--- config.mk ---
export PLATFORM = sky130hd
export DESIGN_NAME = pport_ctrl
export DESIGN_NICKNAME = d
export VERILOG_FILES = /design/src/rtl/pport_pkg.sv /design/src/rtl/pport_edge.sv /design/src/rtl/pport_l2ctl.sv /design/src/rtl/pport_side.sv /design/src/rtl/pport_ctrl.sv
export SDC_FILE = /design/constraint.sdc
export NUM_CORES = 1
export LEC_CHECK = 0
export BUFFER_PORTS_ARGS = -buffer_cell sky130_fd_sc_hd__buf_2
export CAP_MARGIN = 20
export CORE_MARGIN = 5
export CORE_UTILIZATION = 24
export CTS_BUF_LIST = sky130_fd_sc_hd__clkbuf_4
export DETAILED_ROUTE_END_ITERATION = 8
export PLACE_DENSITY_LB_ADDON = 0.25
export SLEW_MARGIN = 40
export SYNTH_ARGS = -nofsm -noshare
export SYNTH_HDL_FRONTEND = slang
export SYNTH_SLANG_ARGS = --single-unit
--- constraint.sdc ---
create_clock -name clk -period 3.3 [get_ports clk]
set_clock_uncertainty 0.2 [all_clocks]
set_input_delay 0.165 -clock clk [delete_from_list [all_inputs] [get_ports clk]]
set_output_delay 0.165 -clock clk [all_outputs]
set_load 0.03 [all_outputs]
--- src/rtl/pport_pkg.sv ---
package pport_pkg;
  localparam int PORT_W = 8;
  localparam int CTL_W  = 6;

  // control bit positions (software-visible behaviour)
  localparam int C_IRQ1  = 0;
  localparam int C_EDGE1 = 1;
  localparam int C_SELD  = 2;
  localparam int C_L2B3  = 3;
  localparam int C_L2B4  = 4;
  localparam int C_L2OUT = 5;

  typedef enum logic [1:0] {
    L2_PULSE = 2'b00,
    L2_HOLD  = 2'b01,
    L2_LOW   = 2'b10,
    L2_HIGH  = 2'b11
  } l2_mode_e;

  function automatic logic [PORT_W-1:0] pin_view(input logic [PORT_W-1:0] pins,
                                                 input logic [PORT_W-1:0] latch,
                                                 input logic [PORT_W-1:0] dir);
    return (pins & ~dir) | (latch & dir);
  endfunction

  function automatic logic irq_level(input logic f7, input logic f6,
                                     input logic [CTL_W-1:0] c);
    return (f7 & c[C_IRQ1]) | (f6 & c[C_L2B3] & ~c[C_L2OUT]);
  endfunction

  function automatic logic edge_hit(input logic prev, input logic cur,
                                    input logic rising);
    return rising ? (cur & ~prev) : (~cur & prev);
  endfunction
endpackage

--- src/rtl/pport_edge.sv ---
module pport_edge
  import pport_pkg::*;
(
  input  logic clk,
  input  logic rst_n,
  input  logic line,
  input  logic rising,
  output logic hit
);
  logic prev_q;
  logic armed_q;

  always_ff @(posedge clk) begin
    if (!rst_n) begin
      prev_q  <= 1'b0;
      armed_q <= 1'b0;
    end else begin
      prev_q  <= line;
      armed_q <= 1'b1;
    end
  end

  assign hit = armed_q & edge_hit(prev_q, line, rising);
endmodule

--- src/rtl/pport_l2ctl.sv ---
module pport_l2ctl
  import pport_pkg::*;
(
  input  logic       clk,
  input  logic       rst_n,
  input  logic       out_en,
  input  logic [1:0] mode,
  input  logic       trig,
  input  logic       l1_hit,
  input  logic       ctl_wr,
  output logic       l2_out
);
  logic     hs_q;
  l2_mode_e m;
  logic     is_pulse;
  logic     is_hold;

  assign m        = l2_mode_e'(mode);
  assign is_pulse = out_en && (m == L2_PULSE);
  assign is_hold  = out_en && (m == L2_HOLD);

  always_ff @(posedge clk) begin
    if (!rst_n)                    hs_q <= 1'b1;
    else if (!is_pulse && !is_hold) hs_q <= 1'b1;
    else if (trig)                 hs_q <= 1'b0;
    else if (is_pulse)             hs_q <= 1'b1;
    else if (l1_hit)               hs_q <= 1'b1;
  end

  always_comb begin
    unique case (m)
      L2_LOW:  l2_out = 1'b0;
      L2_HIGH: l2_out = 1'b1;
      default: l2_out = hs_q;
    endcase
  end

  // a pulse low lasts a single cycle
  assert_pulse_one_cycle_R8: assert property (@(posedge clk) disable iff (!rst_n)
    (is_pulse && !l2_out && !trig && !ctl_wr) |=> l2_out);

  // hold mode stays low until line 1 sets the flag
  assert_hold_until_flag_R9: assert property (@(posedge clk) disable iff (!rst_n)
    (is_hold && !l2_out && !l1_hit && !ctl_wr) |=> !l2_out);
endmodule

--- src/rtl/pport_side.sv ---
module pport_side
  import pport_pkg::*;
#(
  parameter int DW          = PORT_W,
  parameter bit HS_ON_WRITE = 1'b0
) (
  input  logic          clk,
  input  logic          rst_n,
  input  logic          sel,
  input  logic          reg_ctl,
  input  logic          rd,
  input  logic          wr,
  input  logic [DW-1:0] wdata,
  output logic [DW-1:0] rdata,
  input  logic [DW-1:0] pin_in,
  output logic [DW-1:0] pin_out,
  output logic [DW-1:0] pin_dir,
  input  logic          l1,
  input  logic          l2_in,
  output logic          l2_out,
  output logic          l2_oe,
  output logic          irq_n
);
  logic [DW-1:0]    ddr_q;
  logic [DW-1:0]    odr_q;
  logic [CTL_W-1:0] ctl_q;
  logic             f7_q;
  logic             f6_q;
  logic             l1_hit;
  logic             l2_hit;
  logic             data_sel;
  logic             data_rd;
  logic             data_wr;
  logic             ctl_wr;
  logic             hs_trig;
  logic [7:0]       status_view;

  assign data_sel = sel & ~reg_ctl & ctl_q[C_SELD];
  assign data_rd  = data_sel & rd;
  assign data_wr  = data_sel & wr;
  assign ctl_wr   = sel & wr & reg_ctl;
  assign hs_trig  = HS_ON_WRITE ? data_wr : data_rd;

  pport_edge i_edge1 (
    .clk(clk), .rst_n(rst_n), .line(l1), .rising(ctl_q[C_EDGE1]), .hit(l1_hit)
  );
  pport_edge i_edge2 (
    .clk(clk), .rst_n(rst_n), .line(l2_in), .rising(ctl_q[C_L2B4]), .hit(l2_hit)
  );

  always_ff @(posedge clk) begin
    if (!rst_n) begin
      ddr_q <= '0;
      odr_q <= '0;
      ctl_q <= '0;
    end else begin
      if (sel && wr && !reg_ctl) begin
        if (ctl_q[C_SELD]) odr_q <= wdata;
        else               ddr_q <= wdata;
      end
      if (ctl_wr) ctl_q <= wdata[CTL_W-1:0];
    end
  end

  always_ff @(posedge clk) begin
    if (!rst_n) begin
      f7_q <= 1'b0;
      f6_q <= 1'b0;
    end else begin
      if (l1_hit)       f7_q <= 1'b1;
      else if (data_rd) f7_q <= 1'b0;

      if (ctl_q[C_L2OUT]) f6_q <= 1'b0;
      else if (l2_hit)    f6_q <= 1'b1;
      else if (data_rd)   f6_q <= 1'b0;
    end
  end

  pport_l2ctl i_l2 (
    .clk(clk), .rst_n(rst_n), .out_en(ctl_q[C_L2OUT]),
    .mode(ctl_q[C_L2B4:C_L2B3]), .trig(hs_trig), .l1_hit(l1_hit),
    .ctl_wr(ctl_wr), .l2_out(l2_out)
  );

  assign status_view = {f7_q, f6_q & ~ctl_q[C_L2OUT], ctl_q};
  assign rdata   = reg_ctl ? DW'(status_view)
                 : (ctl_q[C_SELD] ? pin_view(pin_in, odr_q, ddr_q) : ddr_q);
  assign pin_out = odr_q;
  assign pin_dir = ddr_q;
  assign l2_oe   = ctl_q[C_L2OUT];
  assign irq_n   = ~irq_level(f7_q, f6_q, ctl_q);

  // a detected line-1 edge always leaves the flag set
  assert_flag7_set_R4: assert property (@(posedge clk) disable iff (!rst_n)
    l1_hit |=> f7_q);

  // a data read with no competing edge clears the flag
  assert_read_clears_R7: assert property (@(posedge clk) disable iff (!rst_n)
    (data_rd && !l1_hit) |=> !f7_q);

  // an enabled line-1 flag pulls the interrupt low
  assert_irq_follows_R6: assert property (@(posedge clk) disable iff (!rst_n)
    (l1_hit && ctl_q[C_IRQ1] && !ctl_wr) |=> !irq_n);

  // line 2 as output keeps its flag clear
  assert_flag6_masked_R11: assert property (@(posedge clk) disable iff (!rst_n)
    ctl_q[C_L2OUT] |=> !f6_q);
endmodule

--- src/rtl/pport_ctrl.sv ---
module pport_ctrl
  import pport_pkg::*;
#(
  parameter int DW = PORT_W
) (
  input  logic          clk,
  input  logic          rst_n,
  input  logic          cs,
  input  logic [1:0]    addr,
  input  logic          rd,
  input  logic          wr,
  input  logic [DW-1:0] wdata,
  output logic [DW-1:0] rdata,
  output logic          irq_a_n,
  output logic          irq_b_n,
  input  logic [DW-1:0] pa_in,
  output logic [DW-1:0] pa_out,
  output logic [DW-1:0] pa_dir,
  input  logic          ca1,
  input  logic          ca2_in,
  output logic          ca2_out,
  output logic          ca2_oe,
  input  logic [DW-1:0] pb_in,
  output logic [DW-1:0] pb_out,
  output logic [DW-1:0] pb_dir,
  input  logic          cb1,
  input  logic          cb2_in,
  output logic          cb2_out,
  output logic          cb2_oe
);
  localparam int NSIDE = 2;

  logic [DW-1:0] s_rd   [NSIDE];
  logic [DW-1:0] s_out  [NSIDE];
  logic [DW-1:0] s_dir  [NSIDE];
  logic [NSIDE-1:0] s_l2o;
  logic [NSIDE-1:0] s_l2e;
  logic [NSIDE-1:0] s_irq;

  for (genvar g = 0; g < NSIDE; g++) begin : g_side
    pport_side #(.DW(DW), .HS_ON_WRITE(g == 1)) i_side (
      .clk    (clk),
      .rst_n  (rst_n),
      .sel    (cs && (addr[1] == g[0])),
      .reg_ctl(addr[0]),
      .rd     (rd),
      .wr     (wr),
      .wdata  (wdata),
      .rdata  (s_rd[g]),
      .pin_in ((g == 0) ? pa_in : pb_in),
      .pin_out(s_out[g]),
      .pin_dir(s_dir[g]),
      .l1     ((g == 0) ? ca1 : cb1),
      .l2_in  ((g == 0) ? ca2_in : cb2_in),
      .l2_out (s_l2o[g]),
      .l2_oe  (s_l2e[g]),
      .irq_n  (s_irq[g])
    );
  end

  assign rdata   = cs ? s_rd[addr[1]] : '0;
  assign pa_out  = s_out[0];
  assign pa_dir  = s_dir[0];
  assign pb_out  = s_out[1];
  assign pb_dir  = s_dir[1];
  assign ca2_out = s_l2o[0];
  assign ca2_oe  = s_l2e[0];
  assign cb2_out = s_l2o[1];
  assign cb2_oe  = s_l2e[1];
  assign irq_a_n = s_irq[0];
  assign irq_b_n = s_irq[1];
endmodule

==> results of run 1 <==
-- state kept, by name, indices dropped and copies added (netlist names), 2 cells and up --
signal,cells
g_side.i_side.i_edge1.prev_q,2
g_side.i_side.pin_out,16
g_side.i_side.f6_q,2
g_side.i_side.i_edge2.prev_q,2
g_side.i_side.f7_q,2
g_side.i_side.ctl_q,12
g_side.i_side.i_l2.hs_q,2
g_side.i_side.pin_dir,16
-- Yosys cell counts (5+ instances only) --
master / number
sky130_fd_sc_hd__a21oi_1: 13
sky130_fd_sc_hd__a31oi_1: 5
sky130_fd_sc_hd__a32oi_1: 7
sky130_fd_sc_hd__buf_2: 7
sky130_fd_sc_hd__clkbuf_1: 6
sky130_fd_sc_hd__dfxtp_1: 55
sky130_fd_sc_hd__inv_1: 17
sky130_fd_sc_hd__mux2_2: 5
sky130_fd_sc_hd__mux2i_1: 44
sky130_fd_sc_hd__nand2_1: 12
sky130_fd_sc_hd__nor2b_1: 48
sky130_fd_sc_hd__o211ai_1: 7
sky130_fd_sc_hd__o21ai_0: 10
-- kinds of logic (layout without fill, tap and decap cells) --
family / Yosys count / count (layout) / synth area share
muxes: 49 / 49 / 0.180
buffers and inverters: 36 / 121 / 0.0604
AOI/OAI and AO/OA: 63 / 63 / 0.158
DFF: 55 / 55 / 0.400
and+or+nand+nor: 90 / 90 / 0.202
-- power by group --
group	switching (mW)	internal, mW
registers	0.0138	0.677
clock network	0.215	0.156
logic	0.0930	0.0697
-- through the flow --
stage | util | hold slack, ps
after floorplan | - | -7.28
after global placement | 0.286 | 194
after detailed placement | 0.286 | 192
after CTS | 0.305 | 82.6
after global routing | 0.306 | 120
final | 0.306 | 106
-- layout make-up --
| type | count | area [µm²] |
|---|---|---|
| clock inverters | 3 | 38.8 |
| clock buffers | 5 | 37.5 |
| fillers | 1245 | 7860 |
| multi-input cells | 202 | 1490 |
| flip-flops and latches | 55 | 1100 |
| inverters | 18 | 67.6 |
| well taps | 143 | 179 |
| repair buffers | 95 | 551 |
-- per-layer routing --
metal | wire length (µm) | share of wire
met4 | 82 | 0.0098
met1 | 4230 | 0.51
met5 | 0 | 0
met3 | 484 | 0.058
met2 | 3540 | 0.42
-- worst max-delay path, stage by stage, from the launching register on --
cell	delay (ps)
sky130_fd_sc_hd__dfxtp_1	780
sky130_fd_sc_hd__a21oi_1	130
sky130_fd_sc_hd__a31oi_1	240
sky130_fd_sc_hd__o21ai_0	110
sky130_fd_sc_hd__a211oi_1	270
sky130_fd_sc_hd__buf_2	240
-- path summary, 6_finish.rpt --
path | endpoint | depth (start not counted)
min reg2reg | g_side[1].i_side.f6_q | 2
max | rdata[6] | 5
min | g_side[1].i_side.f6_q | 4
max reg2reg | g_side[0].i_side.pin_out[1] | 4
==> out/qor.json, run 1 <==
{
  "power": {
    "report.power.total_mw": 1.23,
    "peakVddDrop_uv": 139,
    "p_leak_nw": 1.53,
    "power-per-cell-area_nw_per_um2": 354
  },
  "clocking": {
    "htree_levels": 2,
    "cts-root-buf": "sky130_fd_sc_hd__clkbuf_4",
    "clk_pin_slew_ps": 160,
    "numClockSinks": 55,
    "worstSkewPairLatency_ps": 370,
    "cts_made_buffers": 5,
    "tritoncts": "yes",
    "cts_post_setup_buffers_inserted": 0,
    "cts_max_path_buffers": 2,
    "postCtsHoldBufs": 13,
    "postCtsResizedCells": 0
  },
  "critical_path": {
    "cp-end-kind": "primary output",
    "setup.worst_path.start": "g_side[0].i_side.ctl_q[2]",
    "setup.worst_path.class": "register to primary output",
    "arrival_ps": 2160,
    "critPathLaunchType": "register",
    "path_max_fanout": 18,
    "r2r_start": "g_side[0].i_side.ctl_q[2]",
    "critical_path_required_ps": 2930,
    "ff2ff_setup_slack_ps": 1250
  },
  "sta": {
    "final.setup.tns_ps": 0,
    "maxSlewViolCount": 0,
    "rsz0062_at_grt": "false",
    "timing.fmax_ghz": 0.397,
    "setup_ws_ps": 780,
    "final-setup-viol-count": 0,
    "max_slew_margin": 0.552,
    "period_utilization": 0.764,
    "timing.final.hold_violations": 0,
    "post-route-min-period_ps": 2520,
    "tightest_slew_ps": 671
  },
  "synthesis": {
    "yosysUniqueCellTypes": 39,
    "sequential_element_share_of_the_synthesized_area": 0.400,
    "syn_nets": 328,
    "synth_largest_area_cell": "sky130_fd_sc_hd__dfxtp_1",
    "synth_top_area_share": 0.400,
    "yosysWarnings": 0,
    "number_of_enable_type_register_cells_in_the_synthesized_netlist": 0,
    "dominantRegCellSynth": "sky130_fd_sc_hd__dfxtp_1",
    "syn-cell-area_um2": 2760,
    "synth.area.top_cells": "sky130_fd_sc_hd__dfxtp_1, sky130_fd_sc_hd__mux2i_1, sky130_fd_sc_hd__nor2b_1",
    "post_synth.cell_area_avg_um2": 9.40,
    "synth_seq_cells": 55,
    "asyncSetResetFlopFracSynth": 0,
    "netlist_instances": 293
  },
  "floorplanning": {
    "floorplan.initialDensity": 0.243,
    "die_h_um": 117,
    "horiz_die_dim_um": 117,
    "io_pins": 81,
    "placeableCoreArea_um2": 11300,
    "fp.dieArea_um2": 13700,
    "number_of_cell_rows": 39
  },
  "placement": {
    "placed_instance_area_um2": 3240,
    "dp_slack_ps": 1160,
    "detailed_place_hpwl_um": 6380,
    "gp_routability_congestion": 0.751,
    "post-place-cells": 499,
    "portBuffers": 80
  },
  "global_routing": {
    "grt-ovfl-total": 0,
    "grt_antenna_before_repair": 0,
    "grt_max_degree": 56,
    "use_met1": 0.179,
    "grt_util_met3": 0.0298,
    "overall_routing_resource_usage": 0.124,
    "grt_first_pass_wirelength_um": 13000,
    "global_route.peak_usage_layer": "met2",
    "grt_met2_use": 0.185,
    "first_global_vias": 2345
  },
  "hold_path": {
    "min-delay-start": "cs",
    "hold_class": "primary input to register"
  },
  "detailed_routing": {
    "dr_total_vias": 2338,
    "firstDrtPassIters": 4,
    "remaining_drc_errors": 0,
    "avg_wl_per_cell_um": 16.0,
    "initialDrtViolationCount": 98,
    "drt-total-wl_um": 8340,
    "postRouteAntennaNets": 0,
    "avgViaCountPerCell": 4.49
  },
  "layout": {
    "synthToLayoutAreaGrowth_pct": 25.7,
    "drive_gt1_frac": 0.259,
    "layout_commonest_cell": "sky130_fd_sc_hd__buf_2",
    "antenna_cells": 0,
    "postLayoutCellArea_um2": 3460,
    "mostFrequentLayoutCells": "sky130_fd_sc_hd__buf_2, sky130_fd_sc_hd__dfxtp_1, sky130_fd_sc_hd__nor2b_1",
    "final_nets": 412,
    "layout.cells.non_filler": 521
  },
  "outcome": {
    "run_status": "finished clean"
  },
  "run": {
    "max_cap_viol_count": 0
  }
}
Power figures use the tool's default switching activity.
==> inputs of run 2 (changes only) <==
==> constraint.sdc (replaced) <==
create_clock -name clk -period 2.25 [get_ports clk]
set_clock_uncertainty 0.2 [all_clocks]
set_input_delay 0.1125 -clock clk [delete_from_list [all_inputs] [get_ports clk]]
set_output_delay 0.1125 -clock clk [all_outputs]
set_load 0.03 [all_outputs]
==> run 2 against run 1 <==
Wire length increased by 3.8%. Count of clock-buffer cells in the layout increased by 1. Sequential power increased by 46%. Register-to-register slack got worse by 670 ps. Final cell count increased by 0.96%. Highest routed layer unchanged.
==> out/qor.json, run 2 (same netlist as run 1, synthesis figures left out) <==
{
  "outcome": {
    "run_status": "finished clean"
  },
  "sta": {
    "setup_ws_ps": 198,
    "final-setup-viol-count": 0,
    "max_slew_margin": 0.657,
    "timing.final.hold_violations": 0,
    "maxSlewViolCount": 0,
    "timing.fmax_ghz": 0.487,
    "final.setup.tns_ps": 0,
    "period_utilization": 0.912,
    "post-route-min-period_ps": 2050,
    "tightest_slew_ps": 514,
    "rsz0062_at_grt": "false"
  },
  "critical_path": {
    "critical_path_required_ps": 1940,
    "crit-reg2reg-capture": "g_side[1].i_side.pin_out[5]",
    "arrival_ps": 1740,
    "critical_path.cell_chain": "a21oi_1 > a311oi_1 > a211oi_1 > a311oi_1 > buf_2",
    "setup.worst_path.class": "register to primary output",
    "critPathSlowestCell": "sky130_fd_sc_hd__dfxtp_4",
    "critical-path-max-stage-delay_ps": 490,
    "path_max_fanout": 18,
    "r2r_start": "g_side[1].i_side.ctl_q[2]",
    "ff2ff_setup_slack_ps": 580,
    "cp-end-kind": "primary output",
    "ff2ff_path_depth": 5,
    "path_common_cell": "sky130_fd_sc_hd__a311oi_1",
    "critPathLaunchType": "register"
  },
  "clocking": {
    "clk_pin_slew_ps": 150,
    "htree_levels": 2,
    "numClockSinks": 55,
    "cts_made_buffers": 5,
    "tritoncts": "yes",
    "cts_post_setup_buffers_inserted": 0,
    "cts-root-buf": "sky130_fd_sc_hd__clkbuf_4",
    "cts_max_path_buffers": 2,
    "worstSkewPairLatency_ps": 370
  },
  "floorplanning": {
    "floorplan.initialDensity": 0.243,
    "die_h_um": 117,
    "horiz_die_dim_um": 117,
    "io_pins": 81,
    "fp.dieArea_um2": 13700,
    "number_of_cell_rows": 39,
    "placeableCoreArea_um2": 11300
  },
  "detailed_routing": {
    "drt-total-wl_um": 8660,
    "remaining_drc_errors": 0,
    "firstDrtPassIters": 4,
    "dr_total_vias": 2418,
    "initialDrtViolationCount": 67,
    "avgViaCountPerCell": 4.60,
    "avg_wl_per_cell_um": 16.5,
    "postRouteAntennaNets": 0
  },
  "hold_path": {
    "timing.hold.worst_endpoint": "g_side[1].i_side.f6_q",
    "whs_path_depth": 4,
    "hold_class": "primary input to register",
    "min-delay-start": "cs"
  },
  "placement": {
    "gp_routability_congestion": 0.776,
    "detailed_place_hpwl_um": 6730,
    "placed_instance_area_um2": 3300,
    "portBuffers": 80,
    "dp_slack_ps": 295
  },
  "global_routing": {
    "grt_first_pass_wirelength_um": 13500,
    "first_global_vias": 2400,
    "grt_antenna_before_repair": 0,
    "grt-ovfl-total": 0,
    "overall_routing_resource_usage": 0.129,
    "grt_max_degree": 31
  },
  "power": {
    "p_leak_nw": 1.55,
    "report.power.total_mw": 1.68,
    "power-per-cell-area_nw_per_um2": 482,
    "peakVddDrop_uv": 161
  },
  "layout": {
    "mostFrequentLayoutCells": "sky130_fd_sc_hd__buf_2, sky130_fd_sc_hd__dfxtp_1, sky130_fd_sc_hd__nor2b_1",
    "antenna_cells": 0,
    "drive_gt1_frac": 0.277,
    "layout_commonest_cell": "sky130_fd_sc_hd__buf_2",
    "synthToLayoutAreaGrowth_pct": 26.5,
    "postLayoutCellArea_um2": 3490,
    "final_nets": 419
  },
  "run": {
    "max_cap_viol_count": 0
  }
}
[run 2: changes by cell type in the layout (fill, tap and decap cells not counted), sizes merged]
cell	before	now
buf	81	88
bufinv	1	0
clkbuf	5	6
clkinv	2	0
[run 2: repair_timing]
item	in CTS	in global routing
endpoints found under the hold margin	51	0
resized for setup	1	2
endpoints found under the setup margin	8	3
hold buffers	14	0
[run 2: worst max-delay path: cells and delay by family, from the launching register on]
kind | cells | cell delay [ps]
compound gates | 4 | 630
flops | 1 | 490
buf+inv | 1 | 240
[run 2: through the flow]
stage	util	cells	hold slack, ps
after floorplan	-	293	-59.8
after global placement	0.291	506	147
after detailed placement	0.291	506	152
after CTS	0.308	526	64.9
after global routing	0.308	526	97.7
final	0.308	526	71.8
[run 2: worst max path at each step]
stage / start / to / slack (ps)
4_1_cts: g_side[0].i_side.ctl_q[2] / rdata[7] / 80
5_1_grt: g_side[1].i_side.ctl_q[2] / rdata[3] / 60
3_5_place_dp: g_side[0].i_side.ctl_q[2] / rdata[7] / 290
2_1_floorplan: g_side[1].i_side.ctl_q[2] / rdata[7] / 190
3_3_place_gp: g_side[0].i_side.ctl_q[2] / rdata[7] / 360
6_report: g_side[0].i_side.ctl_q[2] / rdata[7] / 200
[run 2: cell type report]
class	instances	area, µm²
inverter	18	67.6
multi-input combinational	202	1490
timing repair buffer	102	601
sequential	55	1110
clock buffer	6	45.0
fill	1257	7840
tap	143	179
[run 2: per-layer routing]
layer / global-route usage / wire, µm / vias to the layer above
li1: - / - / 1212
met1: 0.181 / 4350 / 1146
met2: 0.202 / 3770 / 54
met3: 0.0288 / 475 / 6
met4: 0.0275 / 72 / 0
met5: 0 / 0 / -
[run 2: power by group]
| group | internal (mW) | total (mW) | switching [mW] |
|---|---|---|---|
| sequential | 0.992 | 1.01 | 0.0207 |
| combinational | 0.107 | 0.247 | 0.141 |
| clock | 0.124 | 0.420 | 0.296 |
| total | 1.22 | 1.68 | 0.457 |
